File: src/rtl/qtmr_pkg.sv
package qtmr_pkg;

   // word index within a channel window (byte offset / 2)
   localparam logic [3:0] RI_CMPA  = 4'h0;
   localparam logic [3:0] RI_CMPB  = 4'h1;
   localparam logic [3:0] RI_CAPV  = 4'h2;
   localparam logic [3:0] RI_RLD   = 4'h3;
   localparam logic [3:0] RI_HLD   = 4'h4;
   localparam logic [3:0] RI_CNT   = 4'h5;
   localparam logic [3:0] RI_CFG   = 4'h6;
   localparam logic [3:0] RI_STAT  = 4'h7;
   localparam logic [3:0] RI_NXTA  = 4'h8;
   localparam logic [3:0] RI_NXTB  = 4'h9;
   localparam logic [3:0] RI_CSTAT = 4'hA;
   localparam logic [3:0] RI_RUN   = 4'hF;

   localparam int WIN_BITS = 5;

   localparam logic [2:0] CM_RISE   = 3'd1;
   localparam logic [2:0] OM_ACTIVE = 3'd0;
   localparam logic [2:0] OM_TOGGLE = 3'd1;

   localparam int CS_FLAG_BIT = 6;
   localparam int CS_IE_BIT   = 7;
   localparam int ST_WRAP_BIT = 15;

   typedef struct packed {
      logic [2:0] mode;
      logic [3:0] psrc;
      logic [1:0] ssrc;
      logic       once;
      logic       length;
      logic       dir;
      logic       coinit;
      logic [2:0] omode;
   } cfg_t;

endpackage

File: src/rtl/qtmr_src.sv
module qtmr_src #(
   parameter int NUM_EXT  = 4,
   parameter int PRE_W    = 7,
   parameter bit EXT_SYNC = 1'b0
) (
   input  logic               clk,
   input  logic               rst,
   input  logic               en,
   input  logic [3:0]         psrc,
   input  logic [NUM_EXT-1:0] ext_in,
   output logic               tick
);

   localparam int NUM_DIV = 8;

   if (PRE_W < NUM_DIV - 1) begin : g_bad_pre
      $error("qtmr_src: PRE_W must be at least 7");
   end
   if (NUM_EXT < 1 || NUM_EXT > 8) begin : g_bad_ext
      $error("qtmr_src: NUM_EXT must be 1..8");
   end

   logic [PRE_W-1:0]   pre;
   logic [NUM_EXT-1:0] ext_s, ext_q, rise;
   logic [NUM_DIV-1:0] div_tick;

   if (EXT_SYNC) begin : g_sync
      logic [NUM_EXT-1:0] meta1, meta2;
      always_ff @(posedge clk) begin
         if (rst) begin
            meta1 <= '0;
            meta2 <= '0;
         end else begin
            meta1 <= ext_in;
            meta2 <= meta1;
         end
      end
      assign ext_s = meta2;
   end else begin : g_direct
      assign ext_s = ext_in;
   end

   always_ff @(posedge clk) begin
      if (rst) begin
         pre   <= '0;
         ext_q <= '0;
      end else begin
         ext_q <= ext_s;
         if (en) pre <= pre + PRE_W'(1);
      end
   end

   assign rise = ext_s & ~ext_q;

   for (genvar k = 0; k < NUM_DIV; k++) begin : g_div
      localparam logic [PRE_W-1:0] MSK = PRE_W'((1 << k) - 1);
      assign div_tick[k] = ((pre & MSK) == MSK);
   end

   always_comb begin
      tick = 1'b0;
      if (psrc[3]) begin
         tick = div_tick[psrc[2:0]];
      end else begin
         for (int i = 0; i < NUM_EXT; i++) begin
            if (psrc == 4'(i)) tick = rise[i];
         end
      end
   end

   // prescaler holds while the channel is disabled
   p_pre_hold_r2: assert property (@(posedge clk) disable iff (rst)
      !en |=> $stable(pre));

endmodule

File: src/rtl/qtmr_chan.sv
module qtmr_chan
   import qtmr_pkg::*;
#(
   parameter int DATA_W   = 16,
   parameter int NUM_EXT  = 4,
   parameter int PRE_W    = 7,
   parameter bit EXT_SYNC = 1'b0
) (
   input  logic               clk,
   input  logic               rst,
   input  logic               en,
   input  logic               acc,
   input  logic               wr,
   input  logic [3:0]         widx,
   input  logic [DATA_W-1:0]  wdata,
   output logic [DATA_W-1:0]  rdata,
   input  logic [NUM_EXT-1:0] ext_in,
   output logic               irq,
   output logic               oflag
);

   logic [DATA_W-1:0] cmpa, cmpb, capv, rld, hld, cnt, nxta, nxtb;
   cfg_t              cfg;
   logic              cmp_f, ie, wrap_f, tgl;

   logic              tick, active, step, cmp_evt, wrap_evt;
   logic [DATA_W-1:0] cmp_val, cnt_step;
   logic              w_cmpa, w_cmpb, w_capv, w_rld, w_hld, w_cnt, w_cfg;
   logic              w_stat, w_nxta, w_nxtb, w_cstat, rd_cnt;

   assign w_cmpa  = acc && wr && (widx == RI_CMPA);
   assign w_cmpb  = acc && wr && (widx == RI_CMPB);
   assign w_capv  = acc && wr && (widx == RI_CAPV);
   assign w_rld   = acc && wr && (widx == RI_RLD);
   assign w_hld   = acc && wr && (widx == RI_HLD);
   assign w_cnt   = acc && wr && (widx == RI_CNT);
   assign w_cfg   = acc && wr && (widx == RI_CFG);
   assign w_stat  = acc && wr && (widx == RI_STAT);
   assign w_nxta  = acc && wr && (widx == RI_NXTA);
   assign w_nxtb  = acc && wr && (widx == RI_NXTB);
   assign w_cstat = acc && wr && (widx == RI_CSTAT);
   assign rd_cnt  = acc && !wr && (widx == RI_CNT);

   qtmr_src #(
      .NUM_EXT (NUM_EXT),
      .PRE_W   (PRE_W),
      .EXT_SYNC(EXT_SYNC)
   ) u_src (
      .clk   (clk),
      .rst   (rst),
      .en    (en),
      .psrc  (cfg.psrc),
      .ext_in(ext_in),
      .tick  (tick)
   );

   assign active   = en && (cfg.mode == CM_RISE);
   assign step     = active && tick;
   assign cmp_val  = cfg.dir ? cmpb : cmpa;
   assign cmp_evt  = step && (cnt == cmp_val);
   assign cnt_step = cfg.dir ? (cnt - DATA_W'(1)) : (cnt + DATA_W'(1));
   assign wrap_evt = step && !(cmp_evt && cfg.length) &&
                     (cfg.dir ? (cnt == '0) : (cnt == '1));

   always_ff @(posedge clk) begin
      if (rst) begin
         cmpa   <= '0;
         cmpb   <= '0;
         capv   <= '0;
         rld    <= '0;
         hld    <= '0;
         cnt    <= '0;
         nxta   <= '0;
         nxtb   <= '0;
         cfg    <= '0;
         cmp_f  <= 1'b0;
         ie     <= 1'b0;
         wrap_f <= 1'b0;
         tgl    <= 1'b0;
      end else begin
         if (w_cnt)                     cnt <= wdata;
         else if (cmp_evt && cfg.length) cnt <= rld;
         else if (step)                 cnt <= cnt_step;

         if (w_cmpa)                    cmpa <= wdata;
         else if (cmp_evt && !cfg.dir)  cmpa <= nxta;

         if (w_cmpb)                    cmpb <= wdata;
         else if (cmp_evt && cfg.dir)   cmpb <= nxtb;

         if (w_cfg)                     cfg <= cfg_t'(wdata[15:0]);
         else if (cmp_evt && cfg.once)  cfg.mode <= '0;

         if (w_capv) capv <= wdata;
         if (w_rld)  rld  <= wdata;
         if (w_nxta) nxta <= wdata;
         if (w_nxtb) nxtb <= wdata;

         if (w_hld)       hld <= wdata;
         else if (rd_cnt) hld <= cnt;

         if (cmp_evt)                              cmp_f <= 1'b1;
         else if (w_cstat && wdata[CS_FLAG_BIT])   cmp_f <= 1'b0;
         if (w_cstat)                              ie    <= wdata[CS_IE_BIT];

         if (wrap_evt)                             wrap_f <= 1'b1;
         else if (w_stat && !wdata[ST_WRAP_BIT])   wrap_f <= 1'b0;

         if (cmp_evt) tgl <= ~tgl;
      end
   end

   always_comb begin
      case (cfg.omode)
         OM_ACTIVE: oflag = active;
         OM_TOGGLE: oflag = tgl;
         default:   oflag = 1'b0;
      endcase
   end

   assign irq = cmp_f & ie;

   always_comb begin
      case (widx)
         RI_CMPA:  rdata = cmpa;
         RI_CMPB:  rdata = cmpb;
         RI_CAPV:  rdata = capv;
         RI_RLD:   rdata = rld;
         RI_HLD:   rdata = hld;
         RI_CNT:   rdata = cnt;
         RI_CFG:   rdata = DATA_W'(cfg);
         RI_STAT:  rdata = DATA_W'({wrap_f, 14'b0, oflag});
         RI_NXTA:  rdata = nxta;
         RI_NXTB:  rdata = nxtb;
         RI_CSTAT: rdata = DATA_W'({ie, cmp_f, 6'b0});
         default:  rdata = '0;
      endcase
   end

   p_hold_off_r2: assert property (@(posedge clk) disable iff (rst)
      (!en && !w_cnt) |=> $stable(cnt));

   p_step_up_r4: assert property (@(posedge clk) disable iff (rst)
      (step && !cmp_evt && !cfg.dir && !w_cnt) |=> (cnt == $past(cnt) + DATA_W'(1)));

   p_reload_r5: assert property (@(posedge clk) disable iff (rst)
      (cmp_evt && cfg.length && !w_cnt) |=> (cnt == $past(rld)));

   p_preload_r6: assert property (@(posedge clk) disable iff (rst)
      (cmp_evt && !cfg.dir && !w_cmpa) |=> (cmpa == $past(nxta)));

   p_once_stop_r7: assert property (@(posedge clk) disable iff (rst)
      (cmp_evt && cfg.once && !w_cfg) |=> !active);

   p_irq_clear_r8: assert property (@(posedge clk) disable iff (rst)
      (w_cstat && wdata[CS_FLAG_BIT] && !cmp_evt) |=> !irq);

endmodule

File: src/rtl/qtmr.sv
module qtmr
   import qtmr_pkg::*;
#(
   parameter int NUM_CH   = 4,
   parameter int DATA_W   = 16,
   parameter int NUM_EXT  = 4,
   parameter int PRE_W    = 7,
   parameter bit EXT_SYNC = 1'b0,
   localparam int CH_W    = $clog2(NUM_CH),
   localparam int ADDR_W  = CH_W + WIN_BITS
) (
   input  logic               clk,
   input  logic               rst,
   input  logic               bus_sel,
   input  logic               bus_wr,
   input  logic [ADDR_W-1:0]  bus_addr,
   input  logic [DATA_W-1:0]  bus_wdata,
   output logic [DATA_W-1:0]  bus_rdata,
   input  logic [NUM_EXT-1:0] ext_in,
   output logic [NUM_CH-1:0]  irq,
   output logic [NUM_CH-1:0]  oflag
);

   if (NUM_CH < 2 || NUM_CH > 16) begin : g_bad_ch
      $error("qtmr: NUM_CH must be 2..16");
   end
   if (DATA_W < 16) begin : g_bad_w
      $error("qtmr: DATA_W must be at least 16");
   end

   logic [CH_W-1:0]   sel_ch;
   logic [3:0]        sel_w;
   logic [NUM_CH-1:0] run_en;
   logic              run_hit;
   logic              unused_addr_lsb;
   logic [DATA_W-1:0] ch_rd [NUM_CH];

   assign sel_ch          = bus_addr[ADDR_W-1:WIN_BITS];
   assign sel_w           = bus_addr[WIN_BITS-1:1];
   assign unused_addr_lsb = bus_addr[0];
   assign run_hit         = bus_sel && (sel_ch == '0) && (sel_w == RI_RUN);

   always_ff @(posedge clk) begin
      if (rst)                  run_en <= '1;
      else if (run_hit && bus_wr) run_en <= bus_wdata[NUM_CH-1:0];
   end

   for (genvar i = 0; i < NUM_CH; i++) begin : g_ch
      qtmr_chan #(
         .DATA_W  (DATA_W),
         .NUM_EXT (NUM_EXT),
         .PRE_W   (PRE_W),
         .EXT_SYNC(EXT_SYNC)
      ) u_chan (
         .clk   (clk),
         .rst   (rst),
         .en    (run_en[i]),
         .acc   (bus_sel && (sel_ch == CH_W'(i))),
         .wr    (bus_wr),
         .widx  (sel_w),
         .wdata (bus_wdata),
         .rdata (ch_rd[i]),
         .ext_in(ext_in),
         .irq   (irq[i]),
         .oflag (oflag[i])
      );
   end

   always_comb begin
      bus_rdata = '0;
      if (bus_sel) begin
         for (int i = 0; i < NUM_CH; i++) begin
            if (sel_ch == CH_W'(i)) bus_rdata = ch_rd[i];
         end
         if (run_hit) bus_rdata = DATA_W'(run_en);
      end
   end

   p_run_reset_r2: assert property (@(posedge clk)
      $fell(rst) |-> (run_en == '1));

endmodule

File: config.mk
export PLATFORM = sky130hd
export DESIGN_NAME = qtmr
export DESIGN_NICKNAME = d
export VERILOG_FILES = /design/src/rtl/qtmr_pkg.sv /design/src/rtl/qtmr_src.sv /design/src/rtl/qtmr_chan.sv /design/src/rtl/qtmr.sv
export SDC_FILE = /design/constraint.sdc
export NUM_CORES = 2
export LEC_CHECK = 0
export BUFFER_PORTS_ARGS = -buffer_cell sky130_fd_sc_hd__buf_2
export CAP_MARGIN = 5
export CORE_MARGIN = 10
export CORE_UTILIZATION = 65
export CTS_CLUSTER_SIZE = 28
export DETAILED_ROUTE_END_ITERATION = 6
export PLACE_DENSITY = 0.82
export SLEW_MARGIN = 20
export SYNTH_ARGS = -nofsm -noshare
export SYNTH_HDL_FRONTEND = slang
export SYNTH_SLANG_ARGS = --single-unit
File: constraint.sdc
create_clock -name clk -period 8.1 [get_ports clk]
set_input_delay 1.215 -clock clk [delete_from_list [all_inputs] [get_ports clk]]
set_output_delay 1.215 -clock clk [all_outputs]
set_load 0.05 [all_outputs]
======== After elaboration in Yosys (flattened, before gate mapping) ========
Index checks and enable logic that the tools add are counted.
operators by class
  add/sub/neg operators ................... 12
  order comparisons ....................... 4
  equality and inequality tests ........... 66
  mux-type cells .......................... 114
  bitwise gates (word level) .............. 10
  reduce and logical (&&, ||, !) cells .... 158
operator list
  kind                                                 number
  2-to-1 mux 16 bit                                    50
  one-hot mux 16 bit (11 select lines)                 4
  logical AND 1 bit                                    106
  adder 16 x 1 -> 16 bit, second input constant        4
  equality test 16 bit                                 4
  equality test 16 bit, second input constant          4
  zero test 16 bit                                     4
  subtractor 16 x 1 -> 16 bit, second input constant   4
  nonzero test 2 bit                                   24
  2-to-1 mux 1 bit                                     44
  equality test 4 x 2 -> 1 bit, second input constant  10
  equality test 4 bit, second input constant           8
  adder 7 x 1 -> 7 bit, second input constant          4
  equality test 7 bit, second input constant           4
  equality test 3 x 1 -> 1 bit, second input constant  8
  equality test 6 bit, second input constant           4
  2-to-1 mux 3 bit                                     8
  equality test 4 x 1 -> 1 bit, second input constant  5
  equality test 5 bit, second input constant           4
  zero test 4 bit                                      5
  equality test 4 x 3 -> 1 bit, second input constant  4
  < comparator 3 x 4 -> 1 bit, second input constant   4
  binary-select mux 1 bit (select 3 bit)               4
  equality test 2 bit, second input constant           6
  11 further kinds                                     38
word-level totals
  register bits ........................... 628
  bits of input ports ..................... 31
  output and inout bits ................... 24
  logic and storage cells ................. 450

======== Logic depth before layout (Yosys ltp) ========
  depth in word-level cells ............... 14
  mapped depth ............................ 14
  gate-level depth less buffers ........... 12

======== Hierarchy ========
A second synthesis with hierarchy kept.
second synthesis, totals
  cells, all modules ...................... 4271
  area, all modules ....................... 34624.5 µm²
by module, submodules not included
  module                                times used  cells each  area an instance (µm²)  sequential area each (µm²)
  qtmr_chan at g_ch[0].u_chan ...       3           985         7891.3                  2962.8
  qtmr_chan at g_ch[3].u_chan           1           993         7933.9                  2962.8
  qtmr_src at g_ch[0].u_chan.u_src ...  3           64          554.3                   220.2
  qtmr                                  1           74          787.0                   80.1
  qtmr_src at g_ch[3].u_chan.u_src      1           57          566.8                   220.2

======== Least setup slack after synthesis ========
No wires, ideal clock.
  path kind ............................... input to output
  start ................................... in bus_addr[2]
  end ..................................... out bus_rdata[0]
  data arrival time ....................... 4.251 ns
  required time ........................... 6.885 ns
  setup slack ............................. 2.634 ns
  stages on the path ...................... 9
  buffers on the path ..................... 2
  path through ............................ clkbuf_1 > nor4_1 > clkbuf_1 > a22oi_1 > nand3_1 > a211oi_1 > a21oi_1 > or4b_2 > a21boi_0
between the ends
  longest elaborated chain between the ends .. 8
  elaborated cells on any way between the ends .. 23
  classes of those cells .................. eq/ne (11); mux (10); reduce/logical (2)
ends and longest elaborated chain
  what                                               RTL line          RTL
  start, declared                                    qtmr.sv:16        input logic [ADDR_W-1:0] bus_addr,
  equality test 4 bit, or another cell as far along  qtmr_chan.sv:124  case (widx)
  one-hot mux 16 bit (11 select lines)               qtmr_chan.sv:124
  2-to-1 mux 16 bit (4 in series)                    qtmr.sv:73        if (sel_ch == CH_W'(i)) bus_rdata = ch_rd[i];
  2-to-1 mux 16 bit *                                qtmr.sv:75        if (run_hit) bus_rdata = DATA_W'(run_en);
  2-to-1 mux 16 bit *                                qtmr.sv:71        if (bus_sel) begin
  end, declared                                      qtmr.sv:18        output logic [DATA_W-1:0] bus_rdata,
Mark *: on every way between the ends. The rest lies on a longest branch, timed or not.

======== Worst setup path after layout ========
  start ................................... in bus_addr[3]
  end ..................................... out bus_rdata[0]
Same word-level chain as after synthesis.

==> flow_metrics.tcl <==
set metrics [dict create \
    fillers 4041 \
    rsz0062_at_grt "no" \
    portBuffers 53 \
    fp.coreArea_mm2 0.0504 \
    clock-sinks 628 \
    grt_first_pass_wirelength_um 187000 \
    drt_pass1_iterations 7 \
    drc 6 \
    critPathArrivalTime_ps 5160 \
    cts_resized 0 \
    max_stage_delay_ps 770 \
    routed_via_density 7.09 \
    root_buffer "clkbuf_16" \
    gp_congestion 0.986 \
    start_kind "input port" \
    place_area_mm2 0.0336 \
    syn_area_per_cell_um2 7.95 \
    violations "DRC" \
    fin_worst_skew_ps 20.4 \
    synthDistinctLibCells 84 \
    synth_adder_area_share_pct 2.80 \
    grt_antenna_before_repair 10 \
    synth-simple-area-share_pct 19.6 \
    irDropWorstVdd_mv 0.185 \
    cpMaxStageDelayCell "a21boi_0" \
    synth_compound_area_share_pct 24.1 \
    powerDensity_mw_per_mm2 183 \
    hp-class "reg -> reg" \
    rows 82 \
    fin_crit_ps 6380 \
    crit_top_cell "buf_2" \
    wl_um 124000 \
    grt_remaining_overflow 0 \
    fp.dieH_um 246 \
    syn_inst 4185 \
    fin_area_mm2 0.0358 \
    path_class "in -> out" \
    clockBufferDepth 3 \
    synth-edff-count 0 \
    crit_family "simple AND/OR/NAND/NOR gates" \
    path_clk_slew_ps 60 \
    post_cts_buffers 0 \
    layout_common_cells "nand2_1 (842), dfxtp_1 (624), a21oi_1 (480)" \
    die-area_mm2 0.0606 \
    worstPathRequired_ps 6880 \
    routedWlPerCell_um 26.2 \
    numCtsBuffers 68 \
    maxCapViolCount 0 \
    area_growth_syn_to_layout_pct 7.68 \
    htreeDepth 3 \
    grt_pass1_vias 31637 \
    final_max_slew_viol_count 0 \
    ys.flop_type "dfxtp_1" \
    synthArstFlopShare_pct 0 \
    drtIter0Drc 5892 \
    dr_total_vias 33649 \
    hold_ws_ps 454 \
    status "finished, violations left" \
    fmax_ghz 0.157 \
    seq_area_frac_synth_pct 37.8 \
    start_util_pct 66.0 \
    end_kind "output pin" \
    layout_commonest_cell "nand2_1" \
    crit_buf_inv 3 \
    path_cells "buf_2 > nand2b_1 > nor2_4 > buf_4 > a22oi_1 > nand3_1 > a211oi_1 > a21oi_1 > or4b_2 > a21boi_0 > buf_2" \
    grt_usage_pct 39.4 \
    synthXorXnorAreaFrac_pct 3.24 \
    ys_seq_elements 628 \
    leakagePower_nw 11.7 \
    hold_viol 0 \
    dpl.hpwl_um 77200 \
    antenna_left 0 \
    muxShareOfSynthArea_pct 7.47 \
    layout-drive-gt1-share_pct 7.59 \
    path_max_fanout 19 \
    synth_top_family_by_area "compound AO/OA/AOI/OAI gates" \
    cts_tree "done" \
    cts.hold.buffers_added 0 \
    setup_viol 0 \
    fp.dieW_um 246 \
    worstSkewPairLatency_ps 620 \
    yosys_warnings 0 \
    final_nets 4130 \
    synth_nets 4288 \
    fin_tns_setup_ps 0 \
    io_pins 55 \
    fin_crit_sh_pct 78.8 \
    max_slew_margin_pct 17.4 \
    synth.cell_area_mm2 0.0333 \
    grt_max_degree 206 \
    worstMarginPinSlew_ps 1240 \
]
[worst register-to-register path: cells and delay by family (launching register included)]
family,cells,cell delay [ps]
AO/OA/AOI/OAI,2,330
XOR/XNOR,1,160
flip-flops,1,1040
multiplexers,1,320
AND/OR/NAND/NOR,5,2330
[state kept, by name, indices dropped and copies added (netlist names)]
| register | flops |
|---|---|
| g_ch.u_chan.cnt | 64 |
| g_ch.u_chan.tgl | 4 |
| run_en | 4 |
| g_ch.u_chan.rld | 64 |
| g_ch.u_chan.cmp_f | 4 |
| g_ch.u_chan.cmpa | 64 |
| g_ch.u_chan.u_src.ext_q | 4 |
| g_ch.u_chan.ie | 4 |
| g_ch.u_chan.capv | 64 |
| g_ch.u_chan.hld | 64 |
| g_ch.u_chan.wrap_f | 4 |
| g_ch.u_chan.u_src.pre | 28 |
| g_ch.u_chan.cfg | 64 |
| g_ch.u_chan.nxtb | 64 |
| g_ch.u_chan.nxta | 64 |
| g_ch.u_chan.cmpb | 64 |
[synthesized netlist by cell type (all sizes together) (5+ instances only)]
cell	count	area, um^2
ha	68	851
o21a	10	75.1
a31oi	23	144
o32ai	15	131
nor3	45	285
a221o	7	70.1
nor2	332	1300
o31a	5	43.8
clkbuf	291	1090
a22oi	211	1580
buf	73	409
a211oi	143	1070
inv	38	143
mux2i	210	2100
nand2b	18	113
o211ai	11	82.6
mux2	12	135
mux4	11	248
nor3b	8	60.1
a21o	12	90.1
and3	10	62.6
nand3	101	505
xor2	28	245
nor4	36	225
a21oi	480	2400
xnor2	95	832
a22o	27	236
nand4	52	325
dfxtp	628	12600
o21ai	73	365
a221oi	71	622
o31ai	6	45.0
nor2b	18	113
or3	17	106
a222oi	35	350
or2	9	56.3
and2	8	50.1
nand2	848	3180
a21boi	6	45.0
a311oi	19	166
[power breakdown]
| group | switching [mW] | internal, mW |
|---|---|---|
| logic | 0.278 | 0.0618 |
| registers | 0.0161 | 3.10 |
| clock network | 1.31 | 1.80 |
| total | 1.61 | 4.96 |
[layout make-up]
| cell class | count | area [um^2] | area share (%) |
|---|---|---|---|
| multi-input combinational | 3154 | 19100 | 53.4 |
| tap | 672 | 841 | 2.35 |
| clock buffer | 100 | 1990 | 5.57 |
| sequential | 628 | 12600 | 35.1 |
| timing repair buffer | 136 | 938 | 2.62 |
| inverter | 39 | 146 | 0.409 |
| antenna | 5 | 12.5 | 0.0349 |
| clock inverter | 15 | 169 | 0.472 |
[final timing paths]
check                        start                    end  slack, ps  cells after the start
max                    bus_addr[3]           bus_rdata[0]       1720                     11
min          g_ch[3].u_chan.hld[4]  g_ch[3].u_chan.hld[4]        450                      2
max reg2reg  g_ch[3].u_chan.cfg[4]  g_ch[3].u_chan.cnt[5]       3730                      9
min reg2reg  g_ch[3].u_chan.hld[4]  g_ch[3].u_chan.hld[4]        450                      2
[kinds of logic after synthesis]
kind of cell / count (synthesis)
compound gates: 1208
simple gates: 1518
fa+ha+maj: 72
buf+inv: 403
xor+xnor: 123
mux: 233
flops: 628
[per-layer routing]
layer	wire length [um]	global-route usage (%)
met5	84	0
met4	9600	27.3
met3	19800	14.6
met2	50100	55.6
met1	44600	49.0
[stage by stage]
stage               util (%)  setup WS [ps]  total power, mW  cells
floorplan                  -           2630             3.37   4185
global placement        66.7           2080             3.50   4626
detailed placement      66.7           2090             3.50   4627
CTS                     71.0           2070             6.52   4742
global route            71.1           1710             6.67   4744
finish                  71.1           1720             6.57   4749
Power figures use the tool's default switching activity.
